[src/rtl/isa_wait_pkg.sv]
package isa_wait_pkg;

  // True when the address selects the two-port window (bit 0 ignored)
  // and the cycle is not a DMA cycle.
  function automatic logic window_hit(input logic [9:0] addr,
                                      input logic       aen,
                                      input logic [9:0] base);
    return (!aen) && (addr[9:1] == base[9:1]);
  endfunction

  // Active-low strobes: either one marks an I/O access.
  function automatic logic strobe_on(input logic rd_n, input logic wr_n);
    return (!rd_n) || (!wr_n);
  endfunction

  // Terminal test of the wait counter: the last clock of the wait.
  function automatic logic at_terminal(input int unsigned cnt,
                                       input int unsigned wait_clks);
    return cnt == (wait_clks - 1);
  endfunction

endpackage

[src/rtl/isa_port_decode.sv]
module isa_port_decode
  import isa_wait_pkg::*;
#(
  parameter int unsigned ADDR_W    = 10,
  parameter logic [9:0]  BASE_ADDR = 10'h220
) (
  input  logic              aen,
  input  logic [ADDR_W-1:0] io_addr,
  input  logic              io_rd_n,
  input  logic              io_wr_n,
  output logic              hit_strobe
);
  logic [9:0] addr10;

  generate
    if (ADDR_W >= 10) begin : g_trim
      assign addr10 = io_addr[9:0];
    end else begin : g_pad
      assign addr10 = {{(10-ADDR_W){1'b0}}, io_addr};
    end
  endgenerate

  assign hit_strobe = window_hit(addr10, aen, BASE_ADDR) &&
                      strobe_on(io_rd_n, io_wr_n);
endmodule

[src/rtl/isa_wait_counter.sv]
module isa_wait_counter
  import isa_wait_pkg::*;
#(
  parameter int unsigned WAIT_CLKS = 5,
  localparam int unsigned CNT_W = $clog2(WAIT_CLKS + 1)
) (
  input  logic             clk,
  input  logic             rst,
  input  logic             strobe,
  output logic             busy,
  output logic             spent,
  output logic             term,
  output logic [CNT_W-1:0] cnt
);
  // Terminal event: last clock of an active wait.
  assign term = busy && at_terminal(int'(cnt), WAIT_CLKS);

  always_ff @(posedge clk or posedge rst) begin
    if (rst) begin
      busy  <= 1'b0;
      spent <= 1'b0;
      cnt   <= '0;
    end else if (!strobe) begin
      busy  <= 1'b0;
      spent <= 1'b0;
      cnt   <= '0;
    end else if (busy) begin
      if (term) begin
        busy  <= 1'b0;
        spent <= 1'b1;
        cnt   <= '0;
      end else begin
        cnt <= cnt + 1'b1;
      end
    end else if (!spent) begin
      busy <= 1'b1;
      cnt  <= '0;
    end
  end
endmodule

[src/rtl/isa_io_wait_gen.sv]
module isa_io_wait_gen #(
  parameter int unsigned ADDR_W    = 10,
  parameter logic [9:0]  BASE_ADDR = 10'h220,
  parameter int unsigned WAIT_CLKS = 5,
  localparam int unsigned CNT_W = $clog2(WAIT_CLKS + 1)
) (
  input  logic              bus_clk,
  input  logic              bus_rst,
  input  logic              aen,
  input  logic [ADDR_W-1:0] io_addr,
  input  logic              io_rd_n,
  input  logic              io_wr_n,
  output logic              io_ready
);
  generate
    if (WAIT_CLKS < 1 || WAIT_CLKS > 15) begin : g_bad_wait
      $error("WAIT_CLKS must lie in 1..15");
    end
  endgenerate

  // Internal events, named for the checker
  logic             hit_strobe;
  logic             wait_busy;
  logic             wait_spent;
  logic             wait_term;
  logic [CNT_W-1:0] wait_cnt;

  isa_port_decode #(.ADDR_W(ADDR_W), .BASE_ADDR(BASE_ADDR)) u_dec (
    .aen        (aen),
    .io_addr    (io_addr),
    .io_rd_n    (io_rd_n),
    .io_wr_n    (io_wr_n),
    .hit_strobe (hit_strobe)
  );

  isa_wait_counter #(.WAIT_CLKS(WAIT_CLKS)) u_cnt (
    .clk    (bus_clk),
    .rst    (bus_rst),
    .strobe (hit_strobe),
    .busy   (wait_busy),
    .spent  (wait_spent),
    .term   (wait_term),
    .cnt    (wait_cnt)
  );

  assign io_ready = !wait_busy;
endmodule

[config.mk]
export PLATFORM = sky130hd
export DESIGN_NAME = isa_io_wait_gen
export DESIGN_NICKNAME = d
export VERILOG_FILES = /design/src/rtl/isa_wait_pkg.sv /design/src/rtl/isa_port_decode.sv /design/src/rtl/isa_wait_counter.sv /design/src/rtl/isa_io_wait_gen.sv
export SDC_FILE = /design/constraint.sdc
export NUM_CORES = 1
export LEC_CHECK = 0
export BUFFER_PORTS_ARGS = -buffer_cell sky130_fd_sc_hd__buf_2
export CAP_MARGIN = 15
export CORE_AREA = 2 2 39 41
export CTS_BUF_LIST = sky130_fd_sc_hd__clkbuf_4 sky130_fd_sc_hd__clkbuf_8 sky130_fd_sc_hd__clkbuf_16
export CTS_CLUSTER_SIZE = 30
export DETAILED_ROUTE_END_ITERATION = 12
export DIE_AREA = 0 0 41 43
export HOLD_SLACK_MARGIN = 0.08
export PLACE_DENSITY = 0.49
export SYNTH_ARGS = -nofsm -noshare
export SYNTH_HDL_FRONTEND = slang
export SYNTH_SLANG_ARGS = --single-unit
[constraint.sdc]
create_clock -name bus_clk -period 1.4 [get_ports bus_clk]
set_clock_uncertainty 0.05 [all_clocks]
set_input_delay 0.21 -clock bus_clk [delete_from_list [all_inputs] [get_ports bus_clk]]
set_output_delay 0.21 -clock bus_clk [all_outputs]
set_load 0.03 [all_outputs]
==> out/results.ini <==
[logic_synthesis]
seq_area_frac_synth=0.4237
synthSimpleGateAreaFrac=0.2754
yosys.area.top_type=dfrtp_1
synth.ff_latch_count=5
synth_edf_count=0
synthAdderAreaFrac=0.08475
synth_top_area_share=0.4237
synth_warnings=0
ys_types=17
synth_top_family_by_area=simple AND/OR/NAND/NOR gates
synth.net_count=47
avgSynthCellArea_um2=9.843
async_flop_share=1.000
synthMuxAreaShare=0
netlist_area_um2=295.3
ys_top_cells_by_area=dfrtp_1, ha_1, a21oi_1, a311oi_2, inv_1
synth_xor_area_frac=0
synth-compound-area-share=0.1653
synth-main-ff-cell=dfrtp_1
synth_cells=30

[die]
core.rowCount=14
coreArea_um2=1384
die_w_um=41
ios=16
dieArea_um2=1763
die_h_um=43
start_util=0.2134

[sta]
setup_tns_ns=0
timing.fmax_mhz=793.2
fin_crit_ns=1.261
slew_headroom=0.8305
slew_violations=0
hold_viol_final=0
rsz0062_at_grt=no
setup_viol=0
period_share=0.9005
tightest_slew_ns=0.2538

[placed_design]
port-buffer-count=14
post-dp-hpwl_um=512.3
gp_congestion=0.6261

[critical_path]
path_cells=inv_1, buf_2
cp_slowest_cell=dfrtp_1
worstPathArrival_ns=1.00
setup.worst_path.start_class=flip-flop
end_kind=output pin
crit_required_ns=1.14
r2r_slack_ns=0.18
reg2regPathDepth=5
path_buf_inv=2
reg2reg_to=u_cnt.cnt[2]
path_class=flip-flop to output pin
max_stage_delay_ns=0.46
cp_top_family=flip-flops
crit_fanout=8
r2r-start=u_cnt.cnt[0]

[global_routing]
grt_pass1_wl_um=1193
antenna_found_initial=0
grt_pass1_vias=289
grt_start_max_net_pins=9
grtUsageTotal=0.1046
grt_remaining_overflow=0

[layout]
layout-drive-gt1-share=0.4694
final_nets=67
num-fill-cells=148
area_delta_synth_final_pct=45.76
antenna_cells=0

[route]
vias_per_cell=4.508
drt_iter0_markers=5
drc=0
drtPass1Iterations=2
drt.antenna.violating_nets=0
drt_wl_total_um=656
wl_per_cell_um=10.09
vias=293

[min_path]
hold_start=io_addr[6]
hold_class=input pin to flip-flop
min_path_cells=4
whs_endpoint=u_cnt.cnt[2]

[pwr]
total_power_mw=0.3644
power_density_nw_per_um2=846.7
cellLeakagePower_nw=0.1853
vdd_drop_max_uv=299.1

[clock_tree]
cts_root_buf=clkbuf_4
cts.clk_slew.worst_paths_ns=0.05
cts_made_buffers=3
clock_latency_ns=0.25
cts_max_level=1
cts_max_path_buffers=2
cts_sinks=5
cts_setup_buffers=0
cts_tree=yes

[run_status]
status=finished, final reports clean

[flow_run]
maxCapViolations=0

==> worst reg2reg max path: cells and delay by family, from the launching register on <==
kind                       cells  cell delay, ns
DFF                            1            0.37
adders and majority gates      1            0.26
AOI/OAI and AO/OA              2            0.22
and+or+nand+nor                1            0.18
buffers and inverters          1            0.07
==> flip-flops by register name, summed over array words and instances, names as in the netlist <==
register / cells
u_cnt.cnt: 3
u_cnt.spent: 1
u_cnt.busy: 1
==> report_power, final <==
part	switching, mW	internal, mW
logic	0.00963	0.0172
clock network	0.0651	0.127
registers	0.0000495	0.145
==> cell families after synthesis <==
| family | after synthesis |
|---|---|
| and+or+nand+nor | 12 |
| AOI/OAI and AO/OA | 7 |
| DFF | 5 |
| buffers and inverters | 4 |
| adders and majority gates | 2 |
==> routing by layer <==
metal  wire [um]  share of wire  global-route usage  up-vias
li1            -              -                   -      144
met1         265           0.40              0.1165      132
met2         306           0.47              0.1469       15
met3          72           0.11             0.06283        2
met4          10          0.015             0.06000        0
met5           0              0                   0        -
==> cell usage in the layout, fill, tap and decap left out <==
master / count
buf_2: 14
dfrtp_1: 5
inv_1: 4
clkbuf_4: 4
nand2_1: 3
a21oi_1: 3
nand3_1: 2
ha_1: 2
a211oi_1: 1
nor4_2: 1
and4bb_2: 1
nand3_2: 1
a31oi_1: 1
nor2_1: 1
nor2b_1: 1
nor3b_2: 1
o21ai_0: 1
nand3b_1: 1
a311oi_2: 1
dlygate4sd3_1: 1
==> synthesized netlist by cell type (2+ instances only) <==
| master | count |
|---|---|
| dfrtp_1 | 5 |
| inv_1 | 4 |
| a21oi_1 | 3 |
| nand2_1 | 3 |
| ha_1 | 2 |
| nand3_1 | 2 |
==> area by class of cell <==
class | instances | area [um2] | share of cell area
clock buffer | 4 | 30.03 | 0.06977
inverter | 4 | 15.01 | 0.03488
multi-input combinational | 21 | 160.2 | 0.3721
sequential | 5 | 125.1 | 0.2907
tap | 16 | 20.02 | 0.04651
timing repair buffer | 15 | 80.08 | 0.1860
==> how the worst max path moves through the flow <==
stage                   endpoint          from  slack [ns]  depth (start not counted)
global route        u_cnt.cnt[2]  u_cnt.cnt[0]        0.05                          5
finish                  io_ready    u_cnt.busy        0.14                          2
floorplan           u_cnt.cnt[2]  u_cnt.cnt[0]        0.28                          5
CTS                     io_ready    u_cnt.busy        0.13                          2
global placement      u_cnt.busy           aen        0.20                          4
detailed placement  u_cnt.cnt[2]  u_cnt.cnt[0]        0.16                          5
==> stage by stage <==
stage	utilization	area [um2]	worst slack (ns)	instances	hold WS [ns]
floorplan	-	295.3	0.2782	30	-0.06148
global placement	0.2785	385.4	0.1980	60	0.07376
detailed placement	0.2785	385.4	0.1554	60	0.07674
CTS	0.3074	425.4	0.1315	65	0.2295
global route	0.3110	430.4	0.05102	65	0.2454
finish	0.3110	430.4	0.1392	65	0.2298
==> what timing repair did <==
item,4_1_cts,5_1_grt
hold buffers,1,0
endpoints found under the setup margin,0,1
gates resized for setup,0,1
endpoints found under the hold margin,5,0
No activity file was read; power rests on OpenSTA's default activity.
